--- config.mk ---
export PLATFORM = sky130hd
export DESIGN_NAME = hdlc_tx
export DESIGN_NICKNAME = d
export VERILOG_FILES = /design/src/rtl/hdlc_tx_pkg.sv /design/src/rtl/hdlc_tx_fifo.sv /design/src/rtl/hdlc_tx_irq.sv /design/src/rtl/hdlc_tx_ser.sv /design/src/rtl/hdlc_tx.sv
export SDC_FILE = /design/constraint.sdc
export NUM_CORES = 1
export LEC_CHECK = 0
export BUFFER_PORTS_ARGS = -buffer_cell sky130_fd_sc_hd__buf_2
export CORE_UTILIZATION = 40
export CTS_BUF_LIST = sky130_fd_sc_hd__clkbuf_16
export CTS_CLUSTER_DIAMETER = 40
export DETAILED_ROUTE_END_ITERATION = 16
export PLACE_DENSITY_LB_ADDON = 0.08
export RECOVER_POWER = 25
export SLEW_MARGIN = 10
export SYNTH_ARGS = -nofsm -noshare
export SYNTH_HDL_FRONTEND = slang
export SYNTH_SLANG_ARGS = --single-unit
--- constraint.sdc ---
create_clock -name clk -period 3.7 [get_ports clk]
set_clock_uncertainty 0.1 [all_clocks]
set_input_delay 0.555 -clock clk [delete_from_list [all_inputs] [get_ports clk]]
set_output_delay 0.555 -clock clk [all_outputs]
set_load 0.01 [all_outputs]
--- src/rtl/hdlc_tx_pkg.sv ---
`timescale 1ns/1ps
package hdlc_tx_pkg;

    localparam logic [7:0]  FLAG_BYTE    = 8'h7E;
    localparam logic [7:0]  ABORT_BYTE   = 8'hFF;
    localparam logic [15:0] CRC_PRESET   = 16'hFFFF;
    localparam logic [15:0] CRC_POLY_REV = 16'h8408;
    localparam logic [2:0]  STUFF_RUN    = 3'd5;

    typedef enum logic [2:0] {
        S_FLAG,
        S_DATA,
        S_FCS_LO,
        S_FCS_HI,
        S_ABORT
    } ser_state_e;

    typedef struct packed {
        logic       eom;
        logic [7:0] data;
    } fifo_word_t;

    // bit3 full, bit2 overrun, bit1 underrun, bit0 low fill
    typedef struct packed {
        logic full;
        logic ovr;
        logic udr;
        logic low;
    } irq_vec_t;

    function automatic logic [15:0] crc_step(input logic [15:0] c, input logic b);
        crc_step = (c >> 1) ^ ((c[0] ^ b) ? CRC_POLY_REV : 16'h0000);
    endfunction

endpackage

--- src/rtl/hdlc_tx_fifo.sv ---
`timescale 1ns/1ps
module hdlc_tx_fifo
    import hdlc_tx_pkg::*;
#(
    parameter int DEPTH = 16,
    parameter int CW    = $clog2(DEPTH + 1)
) (
    input  logic       clk,
    input  logic       rst,
    input  logic       clr,
    input  logic       push,
    input  fifo_word_t push_word,
    input  logic       pop,
    output fifo_word_t pop_word,
    output logic [CW-1:0] count,
    output logic [CW-1:0] eom_count
);
    localparam int AW = (DEPTH > 1) ? $clog2(DEPTH) : 1;

    fifo_word_t mem [DEPTH];
    logic [AW-1:0] wr_ptr, rd_ptr;
    logic do_push, do_pop;

    assign do_push  = push && (count < CW'(DEPTH));
    assign do_pop   = pop && (count != '0);
    assign pop_word = mem[rd_ptr];

    always_ff @(posedge clk) begin
        if (do_push && !clr && !rst) begin
            mem[wr_ptr] <= push_word;
        end
    end

    always_ff @(posedge clk) begin
        if (rst || clr) begin
            wr_ptr    <= '0;
            rd_ptr    <= '0;
            count     <= '0;
            eom_count <= '0;
        end else begin
            if (do_push) begin
                wr_ptr <= (wr_ptr == AW'(DEPTH - 1)) ? '0 : wr_ptr + 1'b1;
            end
            if (do_pop) begin
                rd_ptr <= (rd_ptr == AW'(DEPTH - 1)) ? '0 : rd_ptr + 1'b1;
            end
            count <= count + CW'(do_push) - CW'(do_pop);
            eom_count <= eom_count + CW'(do_push && push_word.eom)
                                   - CW'(do_pop && pop_word.eom);
        end
    end
endmodule

--- src/rtl/hdlc_tx_irq.sv ---
`timescale 1ns/1ps
module hdlc_tx_irq
    import hdlc_tx_pkg::*;
(
    input  logic     clk,
    input  logic     rst,
    input  irq_vec_t events,
    input  logic [3:0] clr,
    input  logic [3:0] enable,
    output logic [3:0] flags,
    output logic     irq
);
    logic [3:0] flags_q;

    always_ff @(posedge clk) begin
        if (rst) begin
            flags_q <= '0;
        end else begin
            flags_q <= (flags_q & ~clr) | events;
        end
    end

    assign flags = flags_q;
    assign irq   = |(flags_q & enable);
endmodule

--- src/rtl/hdlc_tx_ser.sv ---
`timescale 1ns/1ps
module hdlc_tx_ser
    import hdlc_tx_pkg::*;
(
    input  logic       clk,
    input  logic       rst,
    input  logic       bit_req,
    input  logic       crc_en,
    input  logic       start_ok,
    input  logic       fifo_nonempty,
    input  fifo_word_t head,
    output logic       pop,
    output logic       underrun,
    output logic       bit_out
);
    ser_state_e  state;
    logic [7:0]  sh;
    logic [2:0]  cnt;
    logic [2:0]  ones;
    logic [15:0] crc;
    logic [15:0] crc_n;
    logic        cur_eom;
    logic        stuff, byte_end, counted;

    assign stuff    = (ones == STUFF_RUN);
    assign byte_end = bit_req && !stuff && (cnt == 3'd7);
    assign counted  = (state == S_DATA) || (state == S_FCS_LO) || (state == S_FCS_HI);
    assign crc_n    = crc_step(crc, sh[0]);

    assign pop = byte_end &&
                 (((state == S_FLAG) && start_ok) ||
                  ((state == S_DATA) && !cur_eom && fifo_nonempty));
    assign underrun = byte_end && (state == S_DATA) && !cur_eom && !fifo_nonempty;

    always_ff @(posedge clk) begin
        if (rst) begin
            state   <= S_FLAG;
            sh      <= FLAG_BYTE;
            cnt     <= '0;
            ones    <= '0;
            crc     <= CRC_PRESET;
            cur_eom <= 1'b0;
            bit_out <= 1'b0;
        end else if (bit_req) begin
            if (stuff) begin
                bit_out <= 1'b0;
                ones    <= '0;
            end else begin
                bit_out <= sh[0];
                if (counted) begin
                    ones <= sh[0] ? ones + 3'd1 : 3'd0;
                end
                if (state == S_DATA) begin
                    crc <= crc_n;
                end
                if (cnt != 3'd7) begin
                    sh  <= sh >> 1;
                    cnt <= cnt + 3'd1;
                end else begin
                    cnt <= '0;
                    unique case (state)
                        S_FLAG: begin
                            if (pop) begin
                                state   <= S_DATA;
                                sh      <= head.data;
                                cur_eom <= head.eom;
                                crc     <= CRC_PRESET;
                                ones    <= '0;
                            end else begin
                                sh <= FLAG_BYTE;
                            end
                        end
                        S_DATA: begin
                            if (cur_eom) begin
                                if (crc_en) begin
                                    state <= S_FCS_LO;
                                    sh    <= ~crc_n[7:0];
                                end else begin
                                    state <= S_FLAG;
                                    sh    <= FLAG_BYTE;
                                end
                            end else if (pop) begin
                                sh      <= head.data;
                                cur_eom <= head.eom;
                            end else begin
                                state <= S_ABORT;
                                sh    <= ABORT_BYTE;
                            end
                        end
                        S_FCS_LO: begin
                            state <= S_FCS_HI;
                            sh    <= ~crc[15:8];
                        end
                        S_FCS_HI, S_ABORT: begin
                            state <= S_FLAG;
                            sh    <= FLAG_BYTE;
                        end
                        default: begin
                            state <= S_FLAG;
                            sh    <= FLAG_BYTE;
                        end
                    endcase
                end
            end
        end
    end
endmodule

--- src/rtl/hdlc_tx.sv ---
`timescale 1ns/1ps
module hdlc_tx
    import hdlc_tx_pkg::*;
#(
    parameter int DEPTH = 16,
    parameter int CW    = $clog2(DEPTH + 1)
) (
    input  logic          clk,
    input  logic          rst,
    input  logic          tx_enable,
    input  logic          fifo_clear,
    input  logic          crc_enable,
    input  logic          wr_en,
    input  logic [7:0]    wr_data,
    input  logic          wr_eom,
    input  logic [CW-1:0] upper_thr,
    input  logic [CW-1:0] lower_thr,
    input  logic [3:0]    irq_enable,
    input  logic [3:0]    flag_clr,
    input  logic          bit_req,
    output logic          bit_out,
    output logic [3:0]    flags,
    output logic          irq
);
    fifo_word_t    wr_word, head;
    logic [CW-1:0] fifo_cnt, eom_cnt;
    logic          push_req, push_acc, pop, underrun;
    logic          nonempty, start_ok;
    logic [CW:0]   cnt_after;
    irq_vec_t      ev;

    assign wr_word.eom  = wr_eom;
    assign wr_word.data = wr_data;

    assign push_req = wr_en && !fifo_clear;
    assign push_acc = push_req && (fifo_cnt < CW'(DEPTH));
    assign nonempty = (fifo_cnt != '0) && !fifo_clear;
    assign start_ok = tx_enable && nonempty &&
                      ((eom_cnt != '0) || (fifo_cnt >= upper_thr));

    assign cnt_after = {1'b0, fifo_cnt} - (CW+1)'(pop) + (CW+1)'(push_acc);

    assign ev.full = push_acc && !pop && (fifo_cnt == CW'(DEPTH - 1));
    assign ev.ovr  = push_req && (fifo_cnt == CW'(DEPTH));
    assign ev.udr  = underrun;
    assign ev.low  = pop && (fifo_cnt >= lower_thr) && (cnt_after < {1'b0, lower_thr});

    hdlc_tx_fifo #(.DEPTH(DEPTH), .CW(CW)) u_fifo (
        .clk       (clk),
        .rst       (rst),
        .clr       (fifo_clear),
        .push      (push_acc),
        .push_word (wr_word),
        .pop       (pop),
        .pop_word  (head),
        .count     (fifo_cnt),
        .eom_count (eom_cnt)
    );

    hdlc_tx_ser u_ser (
        .clk           (clk),
        .rst           (rst),
        .bit_req       (bit_req),
        .crc_en        (crc_enable),
        .start_ok      (start_ok),
        .fifo_nonempty (nonempty),
        .head          (head),
        .pop           (pop),
        .underrun      (underrun),
        .bit_out       (bit_out)
    );

    hdlc_tx_irq u_irq (
        .clk    (clk),
        .rst    (rst),
        .events (ev),
        .clr    (flag_clr),
        .enable (irq_enable),
        .flags  (flags),
        .irq    (irq)
    );
endmodule

* Word-level counts from Yosys, hierarchy flattened
Memories as Yosys holds them, arrays and structs flattened. A register that Yosys moved wholly into a read port is not among the register bits.
Cells that the tools add are included.
** Storage, ports and cells
- Flip-flop bits (word level) :: 57
- RAM bits :: 144
- Input bits :: 34
- Word-level logic and storage cells :: 127
- Memories :: 1
** Memories
- u_fifo.mem :: words 16, width 9, rd ports 1, clocked after Yosys merged registers in 1, wr ports 1, line hdlc_tx_fifo.sv:20 : fifo_word_t mem [DEPTH];
** Operators by class
- Add/subtract/negate cells :: 10
- Order comparisons :: 4
- Equal/unequal tests :: 12
- Multiplexer cells :: 34
- Bitwise gates (word level) :: 10
- Reduce and logical (&&, ||, !) cells :: 44
** Operators with widths (count)
- two-way mux 16 bit :: 5
- two-way mux 8 bit :: 5
- two-way mux 3 bit :: 10
- logical AND 1 bit :: 25
- one-hot mux 8 bit (3 select lines) :: 1
- two-way mux 4 bit :: 4
- inverter 8 bit :: 2
- bitwise XOR 15 x 16 -> 16 bit :: 1
- adder 5 x 1 -> 5 bit :: 2
- >= comparator 5 bit :: 2
- AND reduction 5 bit :: 2
- nonzero test 5 bit :: 2
- subtractor 5 x 1 -> 5 bit :: 2
- one-hot mux 3 bit (3 select lines) :: 1
- adder 4 x 1 -> 4 bit (second input constant) :: 2
- AND 4 bit :: 2
- == test 4 bit (second input constant) :: 2
- adder 3 x 1 -> 3 bit (second input constant) :: 2
- adder 6 x 1 -> 6 bit :: 1
- == test 3 x 2 -> 1 bit (second input constant) :: 2
- == test 3 bit (second input constant) :: 2
- zero test 1 bit :: 6
- < comparator 6 x 5 -> 1 bit :: 1
- two-way mux 1 bit :: 6
- 19 further kinds :: 24

* Longest topological paths before layout
- Word-level depth :: 12
- Depth in mapped cells :: 21
- Depth with buffers taken out :: 20

* By module
Synthesis repeated with hierarchy kept, for this count alone.
** Second synthesis, totals
- Cell total of the unflattened synthesis :: 734
- Area total of the unflattened synthesis :: 9526.6 µm²
** By module, submodules not included
- hdlc_tx_fifo :: instances 1, cells an instance 378, area an instance 6722.7 µm², sequential area each 4764.6 µm²
- hdlc_tx_ser :: instances 1, cells an instance 252, area an instance 1974.4 µm², sequential area each 700.7 µm²
- hdlc_tx :: instances 1, cells an instance 85, area an instance 670.6 µm², sequential area each 0.0 µm²
- hdlc_tx_irq :: instances 1, cells an instance 19, area an instance 158.9 µm², sequential area each 80.1 µm²

* Worst setup path after synthesis
Ideal clock, no wire load.
- Kind :: input port to flip-flop
- Start point :: input port upper_thr[2]
- End point :: register u_irq.flags_q[0], in the netlist u_irq.flags[0]
- Library setup time :: 0.060 ns
- Data arrival time :: 3.818 ns
- Slack :: -0.278 ns
- Stages :: 21
- Path through :: inv_1 > ha_1 > a21o_1 > a31oi_1 > o21ai_1 > nand3_2 > buf_2 > nand2_1 > ha_1 > inv_1 > ha_1 > fa_1 > a21oi_1 > nor2_1 > nor2_1 > xnor2_1 > ha_1 > nand2_1 > nor2_1 > a2111oi_0 > a41o_1
** Between the ends
- Cells in the longest elaborated chain, start to end :: 11
- Elaborated cells on any way between the ends :: 12
- Those cells by class :: add/sub (2); order compare (2); bitwise (1); reduce/logical (7)
** RTL lines
- start: declaration :: line hdlc_tx.sv:16 : input logic [CW-1:0] upper_thr,
- >= comparator 5 bit (*) :: line hdlc_tx.sv:39 : ((eom_cnt != '0) || (fifo_cnt >= upper_thr));
- logical OR 1 bit (*) :: line hdlc_tx.sv:39
- logical AND 1 bit (*) :: line hdlc_tx.sv:38 : assign start_ok = tx_enable && nonempty &&
- logical AND 1 bit (*) :: line hdlc_tx_ser.sv:31 : (((state == S_FLAG) && start_ok) ||
- logical OR 1 bit (*) :: line hdlc_tx_ser.sv:31
- logical AND 1 bit (*) :: line hdlc_tx_ser.sv:30 : assign pop = byte_end &&
- subtractor 5 x 1 -> 6 bit :: line hdlc_tx.sv:41 : assign cnt_after = {1'b0, fifo_cnt} - (CW+1)'(pop) + (CW+1)'(push_acc);
- adder 6 x 1 -> 6 bit :: line hdlc_tx.sv:41
- < comparator 6 x 5 -> 1 bit :: line hdlc_tx.sv:46 : assign ev.low = pop && (fifo_cnt >= lower_thr) && (cnt_after < {1'b0, lower_thr});
- logical AND 1 bit (*) :: line hdlc_tx.sv:46
- bitwise OR 4 bit (*) :: line hdlc_tx_irq.sv:19 : flags_q <= (flags_q & ~clr) | events;
- end signal: assignment :: line hdlc_tx_irq.sv:19
- end: declaration :: line hdlc_tx_irq.sv:13 : logic [3:0] flags_q;
Mark *: on every way between the ends. The rest lies on a longest branch, timed or not.
A chain may end at the register's enable or synchronous reset.

* Worst setup path in the final report
- Start point :: register u_fifo.eom_count[3]
- End point :: register u_irq.flags_q[0], in the netlist u_irq.flags[0]
** Between the ends
- Cells in the longest elaborated chain, start to end :: 11
- Elaborated cells on any way between the ends :: 12
- Those cells by class :: add/sub (2); order compare (1); bitwise (1); reduce/logical (8)
** RTL lines
- start: declaration :: line hdlc_tx_fifo.sv:16 : output logic [CW-1:0] eom_count
- start signal: assignment :: line hdlc_tx_fifo.sv:48 : eom_count <= eom_count + CW'(do_push && push_word.eom)
- nonzero test 5 bit (*) :: line hdlc_tx.sv:39
- logical OR 1 bit (*) :: line hdlc_tx.sv:39
- logical AND 1 bit (*) :: line hdlc_tx.sv:38
- logical AND 1 bit (*) :: line hdlc_tx_ser.sv:31
- logical OR 1 bit (*) :: line hdlc_tx_ser.sv:31
- logical AND 1 bit (*) :: line hdlc_tx_ser.sv:30
- subtractor 5 x 1 -> 6 bit :: line hdlc_tx.sv:41
- adder 6 x 1 -> 6 bit :: line hdlc_tx.sv:41
- < comparator 6 x 5 -> 1 bit :: line hdlc_tx.sv:46
- logical AND 1 bit (*) :: line hdlc_tx.sv:46
- bitwise OR 4 bit (*) :: line hdlc_tx_irq.sv:19
Marks and branches as above.

==> impl_metrics.yaml <==
outcome:
  status: "completed"
worst_setup_path:
  worstRegToRegCells: 20
  critPathMaxStageDelay_ps: 470
  end_kind: "flop"
  path_depth: 20
  arrival_ps: 4010
  criticalPathCategory: "flop to flop"
  cp-startpoint: "u_fifo.eom_count[3]$_SDFF_PP0_"
  crit_path_start_kind: "flop"
  crit_chain: "inv_2 > ha_2 > or4b_4 > a211oi_4 > o21ai_2 > nand3_4 > nand2_4 > ha_4 > inv_2 > ha_4 > fa_2 > a21oi_2 > nor2_1 > nor2_1 > xnor2_1 > ha_1 > nand2_1 > nor2_2 > a2111oi_2 > a41o_1"
  cp_num_buf_inv: 2
  path_max_fanout: 2
  cp.required_ps: 4030
  slowest_stage: "or4b_4"
  path_delay_family: "adder cells"
  reg2reg_from: "u_fifo.eom_count[3]$_SDFF_PP0_"
min_path:
  min_path_type: "input port to flop"
  holdCritStartpoint: "flag_clr[3]"
  min_path_cells: 3
final_layout:
  nNetsFinal: 869
  drive_gt1_frac: 0.252
  antenna_cells: 0
  syn_to_final_growth_pct: 22.0
  nFillCells: 1982
sta:
  report.final.slew_viol_count: 0
  setup_viol: 0
  tightest_slew_ps: 656
  finalCritPeriodShare: 0.995
  clock.fmax_mhz: 272
  rsz0062_at_grt: "true"
  hold_violations: 0
  relSlewSlack: 0.563
  fin_crit_ps: 3680
  whs_ps: 237
power:
  ir_worst_vdd_mv: 0.408
  p_total_uw: 5870
  power_density_nw_per_um2: 520
  leakage_uw: 0.00424
yosys:
  yosysSeqAreaShare: 0.599
  yosysTopAreaCell: "edfxtp_1"
  synthCells: 698
  synth-main-ff-cell: "edfxtp_1"
  synthArstFlopShare: 0
  yosys.cell_types.count: 68
  netlist.area_leader.share: 0.467
  synth_edf_count: 144
  synth_seq_cells: 205
  yosysWarnings: 0
  synth_xor_area_frac: 0.0113
  synth.area.top_cells: "edfxtp_1, dfxtp_1, mux4_2, ha_1, nand2_1"
  synth-simple-area-share: 0.102
  synth-adder-area-share: 0.0619
  syn_area_per_cell_um2: 13.3
  synth_top_family_by_area: "multiplexers"
  synth_nets: 776
  synth_compound_area_frac: 0.0851
  syn_area_um2: 9260
  synth_mux_area_frac: 0.107
floorplanning:
  die_width_um: 154
  ioPinCount: 40
  die_area_um2: 23800
  start_util: 0.409
  design.core.area_um2: 22600
  die-height_um: 154
  rows: 55
detailed_routing:
  vias_per_cell: 5.37
  dr.pass1.iters: 5
  ant_nets: 0
  post_drt_wl_per_cell_um: 19.0
  first_iter_violations: 362
  num_vias: 5922
  drc: 0
  routed_wl_um: 20900
global_route:
  antenna_found_initial: 0
  grt_pass1_wl_um: 33100
  grt-ovfl-total: 0
  grt_max_degree: 29
  grt_usage: 0.182
  grt_pass1_vias: 6087
place:
  dp_hpwl_um: 13900
  gp_congestion: 0.815
  port_buffers: 39
clocking:
  root_buffer: "clkbuf_16"
  cts_tree: "yes"
  path_clk_slew_ps: 50
  cts_buffers: 36
  clock_latency_ps: 510
  clockBufferDepth: 3
  htreeDepth: 2
  cts_sinks: 205
flow_run:
  cap_violations: 0
==> area by class of cell <==
| cell class | instances | area [um^2] | share of cell area |
|---|---|---|---|
| clock buffer | 37 | 926 | 0.0819 |
| sequential | 205 | 5550 | 0.491 |
| clock inverter | 28 | 274 | 0.0242 |
| timing repair buffer | 88 | 553 | 0.0489 |
| multi-input combinational | 423 | 3500 | 0.310 |
| inverter | 37 | 141 | 0.0125 |
| tap | 285 | 357 | 0.0316 |
==> cells by family (layout without fill, tap and decap cells) <==
| logic type | after synthesis | after routing |
|---|---|---|
| flops | 205 | 205 |
| compound gates | 117 | 117 |
| xor+xnor | 12 | 12 |
| fa+ha+maj | 44 | 44 |
| simple gates | 202 | 202 |
| buf+inv | 70 | 190 |
| mux | 48 | 48 |
==> synthesized netlist by cell type (7+ instances only) <==
cell      instances
ha_1             41
a21oi_1          43
edfxtp_1        144
nand3_1          17
mux4_2           30
a21o_1            7
nor2_1           54
dfxtp_1          61
mux4_1            8
nand2b_1         10
nand2_1          77
o21ai_0          12
inv_1            36
nor3_1           11
clkbuf_1         18
==> sequential cells by signal, summed over array words and instances (netlist names), named ones only <==
name and flops:
u_fifo.count 5, u_fifo.eom_count 5, u_fifo.mem 144, u_fifo.rd_ptr 4
u_fifo.wr_ptr 4, u_irq.flags 4, u_ser.bit_out 1, u_ser.cnt 3
u_ser.crc 16, u_ser.cur_eom 1, u_ser.ones 3, u_ser.sh 8
u_ser.state 3
==> final timing paths <==
path	end	slack, ps
max	u_irq.flags[0]$_SDFF_PP0_	20
min	u_irq.flags[3]$_SDFF_PP0_	240
max reg2reg	u_irq.flags[0]$_SDFF_PP0_	20
min reg2reg	u_ser.cnt[2]$_SDFFE_PP0P_	360
==> worst reg2reg max path: cells and delay by family, from the launching register on <==
| kind | cells | cell delay, ps |
|---|---|---|
| fa+ha+maj | 5 | 1240 |
| simple gates | 7 | 920 |
| compound gates | 5 | 850 |
| flops | 1 | 320 |
| buf+inv | 2 | 100 |
| xor+xnor | 1 | 90 |
==> per-stage QoR <==
stage | instances | cell area (um^2) | worst slack [ps] | setup TNS [ps] | utilization
after global placement | 1037 | 10100 | -138 | -138 | 0.444
after floorplan | 698 | 9330 | -41.7 | -41.7 | -
after global routing | 1103 | 11300 | -158 | -158 | 0.499
after CTS | 1103 | 11300 | -122 | -122 | 0.499
final | 1103 | 11300 | 19.0 | 0 | 0.499
after detailed placement | 1037 | 10100 | -247 | -247 | 0.444
==> per-layer routing <==
layer  vias to the layer above  track usage  wire [um]
met5                         -            0          0
met4                         0       0.0681        543
met3                        52       0.0330        893
met2                       131        0.314      10200
met1                      2920        0.229       9260
li1                       2819            -          -
==> layout by cell type, fill, tap and decap left out, types with 5 or more instances in the layout <==
cell type   synthesis  layout
a21oi_1            43      42
a221o_1             5       5
o211ai_1            5       5
and3_1              5       5
inv_1              36      35
clkinv_2            0       5
xor2_1              6       6
mux4_2             30      30
buf_2               5      31
a21o_1              7       7
clkbuf_1           18       8
ha_1               41      36
a211oi_1            6       6
nor2_1             54      53
nor3_1             11      11
dfxtp_1            61      57
nand3_1            17      17
mux4_1              8       8
buf_4               3      49
o21ai_0            12      12
clkinvlp_4          0       6
nand2_1            77      76
o22ai_1             6       6
edfxtp_1          144     144
mux2i_1             6       6
clkbuf_16           0      37
nand2b_1           10      10
xnor2_1             6       6
o31ai_1             6       6
==> power by group <==
group	leakage, uW	internal (uW)	switching (uW)
registers	0.00179	2470	7.06
clock network	0.000584	2110	1130
logic	0.00186	62.2	96.4
==> timing repair <==
action                                  CTS  global route
resized for setup                        13             1
endpoints found under the setup margin    1             3
pin swaps                                15             6
hold buffers                              0             0
buffers inserted                          1             0
No activity file was read; power rests on OpenSTA's default activity.
